$ cat src/rtl/lsog_pkg.sv
package lsog_pkg;

  // Why a store entry holds a load back.
  typedef enum logic [1:0] {
    HOLD_NONE       = 2'd0,
    HOLD_UNRESOLVED = 2'd1,
    HOLD_ALIAS      = 2'd2
  } hold_e;

endpackage

$ cat src/rtl/lsog_alloc.sv
module lsog_alloc #(
  parameter int N = 8
) (
  input  logic [N-1:0] busy_i,
  input  logic         req_i,
  output logic [N-1:0] pick_o,
  output logic         has_free_o
);

  logic [N-1:0] free_vec;
  logic         found;

  assign free_vec   = ~busy_i;
  assign has_free_o = |free_vec;

  // Lowest free entry wins.
  always_comb begin
    pick_o = '0;
    found  = 1'b0;
    for (int i = 0; i < N; i++) begin
      if (req_i && free_vec[i] && !found) begin
        pick_o[i] = 1'b1;
        found     = 1'b1;
      end
    end
  end

endmodule

$ cat src/rtl/lsog_commit_mux.sv
module lsog_commit_mux #(
  parameter int N      = 8,
  parameter int ADDR_W = 32,
  parameter int DATA_W = 64
) (
  input  logic [N-1:0]             head_hit_i,
  input  logic [N-1:0]             addr_vld_i,
  input  logic [N-1:0]             data_vld_i,
  input  logic [N-1:0][ADDR_W-1:0] addr_i,
  input  logic [N-1:0][DATA_W-1:0] data_i,
  output logic                     valid_o,
  output logic [ADDR_W-1:0]        addr_o,
  output logic [DATA_W-1:0]        data_o
);

  // At most one entry matches the head, so an AND-OR select is enough.
  always_comb begin
    valid_o = 1'b0;
    addr_o  = '0;
    data_o  = '0;
    for (int i = 0; i < N; i++) begin
      valid_o = valid_o | (head_hit_i[i] & addr_vld_i[i] & data_vld_i[i]);
      addr_o  = addr_o  | ({ADDR_W{head_hit_i[i]}} & addr_i[i]);
      data_o  = data_o  | ({DATA_W{head_hit_i[i]}} & data_i[i]);
    end
  end

endmodule

$ cat src/rtl/lsog_slot.sv
module lsog_slot
  import lsog_pkg::*;
#(
  parameter int IDX_W  = 5,
  parameter int ADDR_W = 32,
  parameter int DATA_W = 64
) (
  input  logic              clk,
  input  logic              rst_n,
  input  logic [IDX_W-1:0]  head_i,
  input  logic              alloc_hit_i,
  input  logic [IDX_W-1:0]  alloc_rob_i,
  input  logic              alloc_data_rdy_i,
  input  logic [DATA_W-1:0] alloc_data_i,
  input  logic [IDX_W-1:0]  alloc_tag_i,
  input  logic              addr_we_i,
  input  logic [IDX_W-1:0]  addr_rob_i,
  input  logic [ADDR_W-1:0] addr_i,
  input  logic              res_valid_i,
  input  logic [IDX_W-1:0]  res_tag_i,
  input  logic [DATA_W-1:0] res_data_i,
  input  logic              flush_i,
  input  logic [IDX_W-1:0]  flush_rob_i,
  input  logic              commit_fire_i,
  input  logic [IDX_W-1:0]  ld_rob_i,
  input  logic [ADDR_W-1:0] ld_addr_i,
  output logic              vld_o,
  output logic              head_hit_o,
  output logic              addr_vld_o,
  output logic              data_vld_o,
  output logic [ADDR_W-1:0] addr_o,
  output logic [DATA_W-1:0] data_o,
  output hold_e             hold_o
);

  logic              vld_q, vld_d;
  logic              av_q, av_d;
  logic              dv_q, dv_d;
  logic [IDX_W-1:0]  rob_q, tag_q;
  logic [ADDR_W-1:0] addr_q;
  logic [DATA_W-1:0] data_q, data_d;

  logic [IDX_W-1:0]  age_self, age_flush, age_ld;
  logic              head_hit, retire, squash, clr;
  logic              addr_hit, res_hit_live, res_hit_new;
  logic              meta_en, addr_en, data_en;
  logic              older;

  // Age relative to the head: modulo subtraction handles wrap.
  assign age_self  = rob_q - head_i;
  assign age_flush = flush_rob_i - head_i;
  assign age_ld    = ld_rob_i - head_i;

  assign head_hit     = vld_q && (rob_q == head_i);
  assign retire       = head_hit && commit_fire_i;
  assign squash       = flush_i && vld_q && (age_self > age_flush);
  assign clr          = retire || squash;
  assign addr_hit     = vld_q && !clr && addr_we_i && (addr_rob_i == rob_q);
  assign res_hit_live = vld_q && !clr && !dv_q && res_valid_i && (res_tag_i == tag_q);
  assign res_hit_new  = res_valid_i && (res_tag_i == alloc_tag_i);

  assign meta_en = alloc_hit_i;
  assign addr_en = addr_hit;
  assign data_en = alloc_hit_i || res_hit_live;

  // Next-state
  always_comb begin
    vld_d  = vld_q;
    av_d   = av_q;
    dv_d   = dv_q;
    data_d = res_data_i;
    if (alloc_hit_i) begin
      vld_d  = 1'b1;
      av_d   = 1'b0;
      dv_d   = alloc_data_rdy_i || res_hit_new;
      data_d = alloc_data_rdy_i ? alloc_data_i : res_data_i;
    end else begin
      if (clr)          vld_d = 1'b0;
      if (addr_hit)     av_d  = 1'b1;
      if (res_hit_live) dv_d  = 1'b1;
    end
  end

  // Control state, reset
  always_ff @(posedge clk or negedge rst_n) begin
    if (!rst_n) begin
      vld_q <= 1'b0;
      av_q  <= 1'b0;
      dv_q  <= 1'b0;
    end else begin
      vld_q <= vld_d;
      av_q  <= av_d;
      dv_q  <= dv_d;
    end
  end

  // Payload, enabled, not reset
  always_ff @(posedge clk) begin
    if (meta_en) begin
      rob_q <= alloc_rob_i;
      tag_q <= alloc_tag_i;
    end
    if (addr_en) addr_q <= addr_i;
    if (data_en) data_q <= data_d;
  end

  // Load ordering: an older live store that is not retiring this cycle.
  assign older = vld_q && (age_self < age_ld) && !retire;

  always_comb begin
    hold_o = HOLD_NONE;
    if (older && !av_q)                          hold_o = HOLD_UNRESOLVED;
    else if (older && (addr_q == ld_addr_i))     hold_o = HOLD_ALIAS;
  end

  assign vld_o      = vld_q;
  assign head_hit_o = head_hit;
  assign addr_vld_o = av_q;
  assign data_vld_o = dv_q;
  assign addr_o     = addr_q;
  assign data_o     = data_q;

  AST_ALLOC_FREE_SLOT: assert property (@(posedge clk) disable iff (!rst_n)
    alloc_hit_i |-> !vld_q);

  AST_DATA_HELD: assert property (@(posedge clk) disable iff (!rst_n)
    (vld_q && dv_q && !clr && !alloc_hit_i) |=> (dv_q && $stable(data_q)));

  AST_RETIRE_FREES: assert property (@(posedge clk) disable iff (!rst_n)
    (head_hit && commit_fire_i) |=> !vld_q);

  AST_FLUSH_DROPS: assert property (@(posedge clk) disable iff (!rst_n)
    (flush_i && vld_q && !head_hit && (age_self > age_flush)) |=> !vld_q);

endmodule

$ cat src/rtl/lsog_order_guard.sv
module lsog_order_guard
  import lsog_pkg::*;
#(
  parameter int ROB_DEPTH = 32,
  parameter int SQ_DEPTH  = 8,
  parameter int ADDR_W    = 32,
  parameter int DATA_W    = 64,
  localparam int IDX_W    = $clog2(ROB_DEPTH)
) (
  input  logic              clk,
  input  logic              rst_n,
  input  logic [IDX_W-1:0]  rob_head_i,
  input  logic              st_alloc_valid_i,
  input  logic [IDX_W-1:0]  st_alloc_rob_i,
  input  logic              st_alloc_data_rdy_i,
  input  logic [DATA_W-1:0] st_alloc_data_i,
  input  logic [IDX_W-1:0]  st_alloc_tag_i,
  output logic              st_alloc_ready_o,
  input  logic              st_addr_valid_i,
  input  logic [IDX_W-1:0]  st_addr_rob_i,
  input  logic [ADDR_W-1:0] st_addr_i,
  input  logic              res_valid_i,
  input  logic [IDX_W-1:0]  res_tag_i,
  input  logic [DATA_W-1:0] res_data_i,
  input  logic              ld_req_valid_i,
  input  logic [IDX_W-1:0]  ld_req_rob_i,
  input  logic [ADDR_W-1:0] ld_req_addr_i,
  output logic              ld_grant_o,
  output logic              st_commit_valid_o,
  input  logic              st_commit_ready_i,
  output logic [ADDR_W-1:0] st_commit_addr_o,
  output logic [DATA_W-1:0] st_commit_data_o,
  input  logic              flush_i,
  input  logic [IDX_W-1:0]  flush_rob_i
);

  logic [SQ_DEPTH-1:0]             busy_vec, pick_vec, head_vec;
  logic [SQ_DEPTH-1:0]             av_vec, dv_vec, block_vec;
  logic [SQ_DEPTH-1:0][ADDR_W-1:0] addr_arr;
  logic [SQ_DEPTH-1:0][DATA_W-1:0] data_arr;
  logic                            alloc_go, commit_fire;

  // A flush in the same cycle drops the allocate.
  assign alloc_go    = st_alloc_valid_i && !flush_i;
  assign commit_fire = st_commit_valid_o && st_commit_ready_i;

  lsog_alloc #(.N(SQ_DEPTH)) u_alloc (
    .busy_i     (busy_vec),
    .req_i      (alloc_go),
    .pick_o     (pick_vec),
    .has_free_o (st_alloc_ready_o)
  );

  for (genvar g = 0; g < SQ_DEPTH; g++) begin : g_slot
    hold_e hold;
    lsog_slot #(.IDX_W(IDX_W), .ADDR_W(ADDR_W), .DATA_W(DATA_W)) u_slot (
      .clk              (clk),
      .rst_n            (rst_n),
      .head_i           (rob_head_i),
      .alloc_hit_i      (pick_vec[g]),
      .alloc_rob_i      (st_alloc_rob_i),
      .alloc_data_rdy_i (st_alloc_data_rdy_i),
      .alloc_data_i     (st_alloc_data_i),
      .alloc_tag_i      (st_alloc_tag_i),
      .addr_we_i        (st_addr_valid_i),
      .addr_rob_i       (st_addr_rob_i),
      .addr_i           (st_addr_i),
      .res_valid_i      (res_valid_i),
      .res_tag_i        (res_tag_i),
      .res_data_i       (res_data_i),
      .flush_i          (flush_i),
      .flush_rob_i      (flush_rob_i),
      .commit_fire_i    (commit_fire),
      .ld_rob_i         (ld_req_rob_i),
      .ld_addr_i        (ld_req_addr_i),
      .vld_o            (busy_vec[g]),
      .head_hit_o       (head_vec[g]),
      .addr_vld_o       (av_vec[g]),
      .data_vld_o       (dv_vec[g]),
      .addr_o           (addr_arr[g]),
      .data_o           (data_arr[g]),
      .hold_o           (hold)
    );
    assign block_vec[g] = (hold != HOLD_NONE);
  end

  lsog_commit_mux #(.N(SQ_DEPTH), .ADDR_W(ADDR_W), .DATA_W(DATA_W)) u_cmux (
    .head_hit_i (head_vec),
    .addr_vld_i (av_vec),
    .data_vld_i (dv_vec),
    .addr_i     (addr_arr),
    .data_i     (data_arr),
    .valid_o    (st_commit_valid_o),
    .addr_o     (st_commit_addr_o),
    .data_o     (st_commit_data_o)
  );

  assign ld_grant_o = ld_req_valid_i && !(|block_vec);

  AST_ONE_HEAD_STORE: assert property (@(posedge clk) disable iff (!rst_n)
    $onehot0(head_vec));

  AST_COMMIT_HOLDS: assert property (@(posedge clk) disable iff (!rst_n)
    (st_commit_valid_o && !st_commit_ready_i) |=>
      ($stable(rob_head_i) -> (st_commit_valid_o && $stable(st_commit_addr_o)
                               && $stable(st_commit_data_o))));

  AST_FULL_REFUSES: assert property (@(posedge clk) disable iff (!rst_n)
    !st_alloc_ready_o |-> (pick_vec == '0));

  AST_NO_GRANT_IDLE: assert property (@(posedge clk) disable iff (!rst_n)
    !ld_req_valid_i |-> !ld_grant_o);

endmodule

$ cat config.mk
export PLATFORM = sky130hd
export DESIGN_NAME = lsog_order_guard
export DESIGN_NICKNAME = d
export VERILOG_FILES = /design/src/rtl/lsog_pkg.sv /design/src/rtl/lsog_alloc.sv /design/src/rtl/lsog_commit_mux.sv /design/src/rtl/lsog_slot.sv /design/src/rtl/lsog_order_guard.sv
export SDC_FILE = /design/constraint.sdc
export NUM_CORES = 2
export LEC_CHECK = 0
export CORE_UTILIZATION = 52
export CTS_CLUSTER_SIZE = 10
export DETAILED_ROUTE_END_ITERATION = 12
export GPL_ROUTABILITY_DRIVEN = 0
export GPL_TIMING_DRIVEN = 0
export PLACE_DENSITY = 0.71
export SETUP_SLACK_MARGIN = 0.5
export SLEW_MARGIN = 20
export SYNTH_ARGS = -nofsm -noshare
export SYNTH_HDL_FRONTEND = slang
export SYNTH_HIERARCHICAL = 1
export SYNTH_SLANG_ARGS = --single-unit
$ cat constraint.sdc
create_clock -name clk -period 10.1 [get_ports clk]
set_input_delay 3.03 -clock clk [delete_from_list [all_inputs] [get_ports clk]]
set_output_delay 3.03 -clock clk [all_outputs]
set_load 0.05 [all_outputs]
After elaboration in Yosys (flattened, before gate mapping)
Cells that the tools add are included.
- add/sub/neg operators: 10
- magnitude comparators: 16
- equality and inequality tests: 33
- multiplexer cells: 87
- bitwise gates (word level): 54
- reduce and logical (&&, ||, !) cells: 223
- operators with widths (kind ; count):
    $mux W64 ; 9
    $and A64 B64 Y64 ; 8
    $or A64 B64 Y64 ; 7
    $and A32 B32 Y32 ; 8
    $eq A32 B32 Y1 ; 8
    $or A32 B32 Y32 ; 7
    $logic_and A1 B1 Y1 ; 131
    $eq A5 B5 Y1 ; 25
    $reduce_bool A2 Y1 ; 32
    $mux W1 ; 62
    $sub A5 B5 Y5 ; 10
    $logic_not A1 Y1 ; 41
    $gt A5 B5 Y1 ; 8
    $lt A5 B5 Y1 ; 8
    $mux W2 ; 16
    $logic_or A1 B1 Y1 ; 17
    $and A1 B1 Y1 ; 16
    $reduce_or A8 Y1 ; 2
    $not A8 Y8 ; 1
    $or A1 B1 Y1 ; 7
- bits in registers: 872
- bits of input ports: 236
- output and inout port bits: 99
- logic and storage cells: 479

Logic depth before layout (Yosys ltp)
- depth after elaboration: 26
- depth in mapped cells: 19
- depth with buffers taken out: 17

Hierarchy
The synthesis kept the hierarchy.
- by module, submodules not included (module ; instances ; cells an instance ; area each (um^2) ; seq. area each (um^2)):
    lsog_slot at g_slot[0].u_slot ... ; 4 ; 335 ; 5298.8 ; 3258.1
    lsog_slot at g_slot[4].u_slot ... ; 3 ; 329 ; 5250.0 ; 3258.1
    lsog_slot at g_slot[7].u_slot ; 1 ; 333 ; 5283.8 ; 3258.1
    lsog_commit_mux ; 1 ; 578 ; 4050.1 ; 0.0
    lsog_alloc ; 1 ; 14 ; 95.1 ; 0.0
    lsog_order_guard ; 1 ; 8 ; 56.3 ; 0.0

Worst setup path before layout
OpenSTA, ideal clock, no wires.
- path kind: input to register
- from: input port rob_head_i[1]
- to: register g_slot[7].u_slot.data_q[0] (enable)
- setup time: 0.574 ns
- arrival: 10.204 ns
- path slack: -0.678 ns
- stages: 15
- path buffers: 2
- cell sequence: inv_1 -> ha_1 -> nand4_1 -> nor2_1 -> and2_2 -> buf_6 -> buf_6 -> nand3_2 -> nand2_1 -> a311oi_1 -> nand4_1 -> and2_1 -> a31oi_2 -> o21ai_2 -> o21ai_0
- elaborated cells between the ends (all ways): 52
- those cells by class: add/sub (2); order compare (1); eq/ne (8); bitwise (23); reduce/logical (18)
- RTL lines (what ; RTL line ; RTL):
    start, declared ; lsog_order_guard.sv:12 ; input logic [IDX_W-1:0] rob_head_i,
    $eq A5 B5 Y1 ; lsog_slot.sv:54 ; assign head_hit = vld_q && (rob_q == head_i);
    $logic_and A1 B1 Y1 ; lsog_slot.sv:54 ;
    named net head_vec[5] ; lsog_order_guard.sv:37 ; logic [SQ_DEPTH-1:0] busy_vec, pick_vec, head_vec;
    $and A1 B1 Y1 (2 in a row) ; lsog_commit_mux.sv:22 ; valid_o = valid_o | (head_hit_i[i] & addr_vld_i[i] & data_vld_i[i]);
    $or A1 B1 Y1 (3 in a row) ; lsog_commit_mux.sv:22 ;
    named net st_commit_valid_o ; lsog_order_guard.sv:29 ; output logic st_commit_valid_o,
    $logic_and A1 B1 Y1 ; lsog_order_guard.sv:45 ; assign commit_fire = st_commit_valid_o && st_commit_ready_i;
    named net commit_fire ; lsog_order_guard.sv:41 ; logic alloc_go, commit_fire;
    $logic_and A1 B1 Y1 ; lsog_slot.sv:55 ; assign retire = head_hit && commit_fire_i;
    $logic_or A1 B1 Y1 ; lsog_slot.sv:57 ; assign clr = retire || squash;
    $logic_not A1 Y1 ; lsog_slot.sv:59 ; assign res_hit_live = vld_q && !clr && !dv_q && res_valid_i && (res_tag_i == tag_q);
    $logic_and A1 B1 Y1 (4 in a row) ; lsog_slot.sv:59 ;
    $logic_or A1 B1 Y1 ; lsog_slot.sv:64 ; assign data_en = alloc_hit_i || res_hit_live;
    named net g_slot[7].u_slot.data_en ; lsog_slot.sv:46 ; logic meta_en, addr_en, data_en;
    end signal, assigned ; lsog_slot.sv:104 ; if (data_en) data_q <= data_d;
    end, declared ; lsog_slot.sv:41 ; logic [DATA_W-1:0] data_q, data_d;
The timed path passes the listed nets, and every way through them passes these cells.
A chain may end at the register's enable or synchronous reset.

Worst setup path in the final report
- from: input port rob_head_i[3]
- to: output port st_commit_addr_o[15]
- elaborated cells between the ends (all ways): 31
- those cells by class: eq/ne (8); bitwise (15); reduce/logical (8)
- RTL lines (what ; RTL line ; RTL):
    $eq A5 B5 Y1 ; lsog_slot.sv:54 ;
    $logic_and A1 B1 Y1 ; lsog_slot.sv:54 ;
    named net head_vec[2] ; lsog_order_guard.sv:37 ;
    $and A32 B32 Y32 ; lsog_commit_mux.sv:23 ; addr_o = addr_o | ({ADDR_W{head_hit_i[i]}} & addr_i[i]);
    $or A32 B32 Y32 (6 in a row) ; lsog_commit_mux.sv:23 ;
    end, declared ; lsog_order_guard.sv:31 ; output logic [ADDR_W-1:0] st_commit_addr_o,
The timed path passes the listed nets, and every way through them passes these cells.

==> impl_metrics.xml <==
<?xml version="1.0" encoding="UTF-8"?>
<metrics>
  <group name="outcome">
    <metric name="status" unit="">complete, no violations</metric>
  </group>
  <group name="die">
    <metric name="boundaryPins" unit="">335</metric>
    <metric name="initial_core_util" unit="">0.5254</metric>
    <metric name="die_span_in_y" unit="µm">300.8</metric>
    <metric name="fp.dieW" unit="µm">300.8</metric>
    <metric name="design.core.area" unit="µm²">88370</metric>
    <metric name="fp-row-count" unit="">109</metric>
    <metric name="fp.dieArea" unit="µm²">90490</metric>
  </group>
  <group name="placement">
    <metric name="hpwl" unit="mm">109.1</metric>
    <metric name="buffer_ports.inserted" unit="">334</metric>
  </group>
  <group name="global_route">
    <metric name="grt_pass1_vias" unit="">31820</metric>
    <metric name="grt_start_max_net_pins" unit="">36</metric>
    <metric name="initial_antenna_violation_count" unit="">30</metric>
    <metric name="grt_pass1_wl" unit="mm">220.9</metric>
    <metric name="globalRouteTotalUtil" unit="">0.3406</metric>
    <metric name="grt_overflow_total" unit="">0</metric>
  </group>
  <group name="sta">
    <metric name="clock-skew-final" unit="ps">28.38</metric>
    <metric name="hold_viol_final" unit="">0</metric>
    <metric name="final.period_utilization" unit="">0.9587</metric>
    <metric name="slew_headroom" unit="">0.1463</metric>
    <metric name="tightestPinTransition" unit="ps">1281</metric>
    <metric name="top_achievable_clock_speed" unit="GHz">0.1033</metric>
    <metric name="timing.final.max_slew_violations" unit="">0</metric>
    <metric name="rsz0062_at_grt" unit="">true</metric>
    <metric name="setup_viol" unit="">0</metric>
    <metric name="period_needed" unit="ps">9682</metric>
    <metric name="total_negative_setup_slack" unit="ps">0</metric>
  </group>
  <group name="synthesis">
    <metric name="synth_warnings" unit="">6</metric>
    <metric name="syn_avg_cell_area" unit="µm²">14.24</metric>
    <metric name="synthesis.area" unit="µm²">46430</metric>
    <metric name="synth-main-ff-cell" unit="">sky130_fd_sc_hd__edfxtp_1</metric>
    <metric name="netlist_instances" unit="">3260</metric>
    <metric name="top_cell_type_s_share_of_synthesized_area" unit="">0.5484</metric>
    <metric name="netlist_top_cells_area" unit="">sky130_fd_sc_hd__edfxtp_1 (55%), sky130_fd_sc_hd__mux2_2 (12%), sky130_fd_sc_hd__xor2_1 (6.5%)</metric>
    <metric name="synth_fp_nets" unit="">3688</metric>
    <metric name="synth_top_cells_by_count" unit="">sky130_fd_sc_hd__edfxtp_1 (848), sky130_fd_sc_hd__mux2_2 (512), sky130_fd_sc_hd__a22oi_1 (384)</metric>
    <metric name="synth-compound-area-share" unit="">0.09820</metric>
    <metric name="post_synth_mux_area_share" unit="">0.1242</metric>
    <metric name="library_cell_with_the_highest_instance_count_after_synthesis" unit="">sky130_fd_sc_hd__edfxtp_1</metric>
    <metric name="synth_sequential_area_ratio" unit="">0.5614</metric>
    <metric name="synth-edff-count" unit="">848</metric>
    <metric name="synthAdderAreaFrac" unit="">0.05562</metric>
    <metric name="synth_xor_area_frac" unit="">0.08968</metric>
    <metric name="synth-simple-area-share" unit="">0.04538</metric>
    <metric name="postSynthRegisterBits" unit="">872</metric>
    <metric name="synthDominantAreaCellType" unit="">sky130_fd_sc_hd__edfxtp_1</metric>
    <metric name="netlist-cell-type-count" unit="">59</metric>
    <metric name="async_flop_share" unit="">0.02752</metric>
    <metric name="main_combinational_cell_family_by_area_after_synthesis" unit="">multiplexers</metric>
  </group>
  <group name="clock_network">
    <metric name="htree_num_levels" unit="">3</metric>
    <metric name="root_driver" unit="">sky130_fd_sc_hd__clkbuf_16</metric>
    <metric name="cts_tree" unit="">yes</metric>
    <metric name="clk_latency" unit="ps">680</metric>
    <metric name="numCtsBuffers" unit="">99</metric>
    <metric name="clock_sinks" unit="">872</metric>
    <metric name="cts.path.max_buffers" unit="">3</metric>
    <metric name="clkTransAtPathRegs" unit="ps">50</metric>
    <metric name="cts-hold-fix-buffers" unit="">0</metric>
  </group>
  <group name="pwr">
    <metric name="max-vdd-ir-drop" unit="mV">0.1396</metric>
    <metric name="finalPower" unit="W">0.009006</metric>
    <metric name="power_density" unit="nW/µm²">160.8</metric>
    <metric name="leakagePower" unit="nW">19.49</metric>
  </group>
  <group name="drt">
    <metric name="detailedRoute.firstPassIterationCount" unit="">6</metric>
    <metric name="antenna_violating_nets_post_route" unit="">0</metric>
    <metric name="detail_route.wl_per_cell" unit="µm">31.31</metric>
    <metric name="finalWirelength" unit="mm">156.5</metric>
    <metric name="drcViolationCount" unit="">0</metric>
    <metric name="number_of_vias_per_cell" unit="">6.480</metric>
    <metric name="number_of_vias_in_the_routed_layout" unit="">32400</metric>
    <metric name="drtIter0Drc" unit="">3427</metric>
  </group>
  <group name="flow_run">
    <metric name="max-cap-violations" unit="">0</metric>
  </group>
  <group name="critical_path">
    <metric name="setup.worst_path.end_class" unit="">output pin</metric>
    <metric name="timing.critical_path.fanout_max" unit="">10</metric>
    <metric name="cp.required" unit="ps">7070</metric>
    <metric name="critPathLaunchType" unit="">input port</metric>
    <metric name="critical_path_class" unit="">in2out</metric>
    <metric name="cp.arrival" unit="ps">6650</metric>
  </group>
  <group name="layout">
    <metric name="num-nets-final" unit="">4226</metric>
    <metric name="area_growth" unit="%">20.61</metric>
    <metric name="fill_count" unit="">6689</metric>
    <metric name="final_layout_size_suffix_gt1_frac" unit="">0.2569</metric>
  </group>
  <group name="min_path">
    <metric name="holdCritPathClass" unit="">reg2reg</metric>
  </group>
</metrics>
-- worst paths after layout --
path                                                         start                                      end  slack [ps]  cells past startpoint
min                        g_slot[5].u_slot/data_vld_o$_DFFE_PN0P_  g_slot[5].u_slot/data_vld_o$_DFFE_PN0P_         570                      1
max                                                  rob_head_i[3]                     st_commit_addr_o[15]         420                     12
max in group asynchronous                                    rst_n       g_slot[2].u_slot/vld_o$_DFFE_PN0P_        7350                      1
min reg2reg                g_slot[5].u_slot/data_vld_o$_DFFE_PN0P_  g_slot[5].u_slot/data_vld_o$_DFFE_PN0P_         570                      1
max reg2reg                    g_slot[5].u_slot/rob_q[0]$_DFFE_PP_    g_slot[7].u_slot/data_o[51]$_DFFE_PP_        5780                     19
min in group asynchronous                                    rst_n  g_slot[6].u_slot/data_vld_o$_DFFE_PN0P_        2350                      1
-- placed cells by master, fill, tap and decap left out, drive strengths merged, types with 9 or more instances in the layout --
cell type      Yosys  routed
o21ai             10      10
clkdlybuf4s50      0     323
a211o             11      11
nand4            141     141
a22oi            384     384
a21o              56      56
o31ai              9       9
edfxtp           848     848
nand3             23      23
xor2             350     350
xnor2            122     122
buf              103     214
ha               168     168
a311oi            11      11
nor2              20      20
mux2             512     512
diode              0       9
nor3              22      22
a21oi             66      66
clkbuf            33     151
fa                24      24
inv              118     112
nor4              79      79
nand2             30      30
clkinvlp           0       9
dfrtp             24      24
-- final cells by class --
cell class / count / area, µm² / area share
Tap cell: 1165 / 1458 / 0.02603
Inverter: 118 / 476.7 / 0.008513
Clock inverter: 11 / 95.09 / 0.001698
Clock buffer: 118 / 2570 / 0.04589
Buffer: 136 / 883.3 / 0.01577
Timing Repair Buffer: 437 / 4690 / 0.08374
Multi-Input combinational cell: 2134 / 19740 / 0.3525
Sequential cell: 872 / 26070 / 0.4655
Antenna cell: 9 / 22.52 / 0.0004022
-- worst max-delay path, cell delays in order --
cell	delay, ps
sky130_fd_sc_hd__buf_6	140
sky130_fd_sc_hd__inv_1	130
sky130_fd_sc_hd__ha_4	310
sky130_fd_sc_hd__nand4_1	70
sky130_fd_sc_hd__buf_4	170
sky130_fd_sc_hd__nor3_4	180
sky130_fd_sc_hd__buf_6	170
sky130_fd_sc_hd__buf_4	150
sky130_fd_sc_hd__clkbuf_1	840
sky130_fd_sc_hd__a22oi_1	230
sky130_fd_sc_hd__nand4_1	330
sky130_fd_sc_hd__clkdlybuf4s50_1	870
-- per-stage QoR --
stage               setup slack [ps]  hold slack (ps)  instance area, µm²  utilization  instances
finish                         417.6            573.9               56000       0.6337       5000
global route                   361.4            606.6               55990       0.6335       4995
CTS                            386.1            576.9               55700       0.6303       4979
detailed placement             -2374            566.2               52460       0.5936       4828
global placement               -4103            559.1               51270       0.5801       4759
floorplan                      511.8            485.9               46470            -       3260
-- what timing repair did --
item                       CTS  global route
pin swaps                   14            18
resized for setup          108            40
setup buffers               22            12
gates cloned                 0             0
setup endpoints to repair   98            27
-- cells by family after synthesis --
logic type      count (synthesis)
buf+inv                       254
simple gates                  353
flops                         872
xor+xnor                      472
compound gates                605
mux                           512
fa+ha+maj                     192
-- registers in the layout, summed over array words and instances (netlist names) --
name,flops
g_slot.u_slot/addr_o,256
g_slot.u_slot/addr_vld_o,8
g_slot.u_slot/data_o,512
g_slot.u_slot/data_vld_o,8
g_slot.u_slot/rob_q,40
g_slot.u_slot/tag_q,40
g_slot.u_slot/vld_o,8
-- routing by layer --
metal | global-route usage | vias to the layer above | routed length, µm
li1 | - | 13900 | -
met1 | 0.4326 | 16250 | 58140
met2 | 0.5572 | 1769 | 74220
met3 | 0.08283 | 433 | 16610
met4 | 0.1420 | 44 | 7273
met5 | 0 | - | 281
-- where the power goes --
| group | switching (W) | internal, W |
|---|---|---|
| registers | 0.0000924 | 0.00415 |
| clock network | 0.00138 | 0.00177 |
| logic | 0.000941 | 0.000671 |
Note: power is estimated with default switching activity, not from simulation.
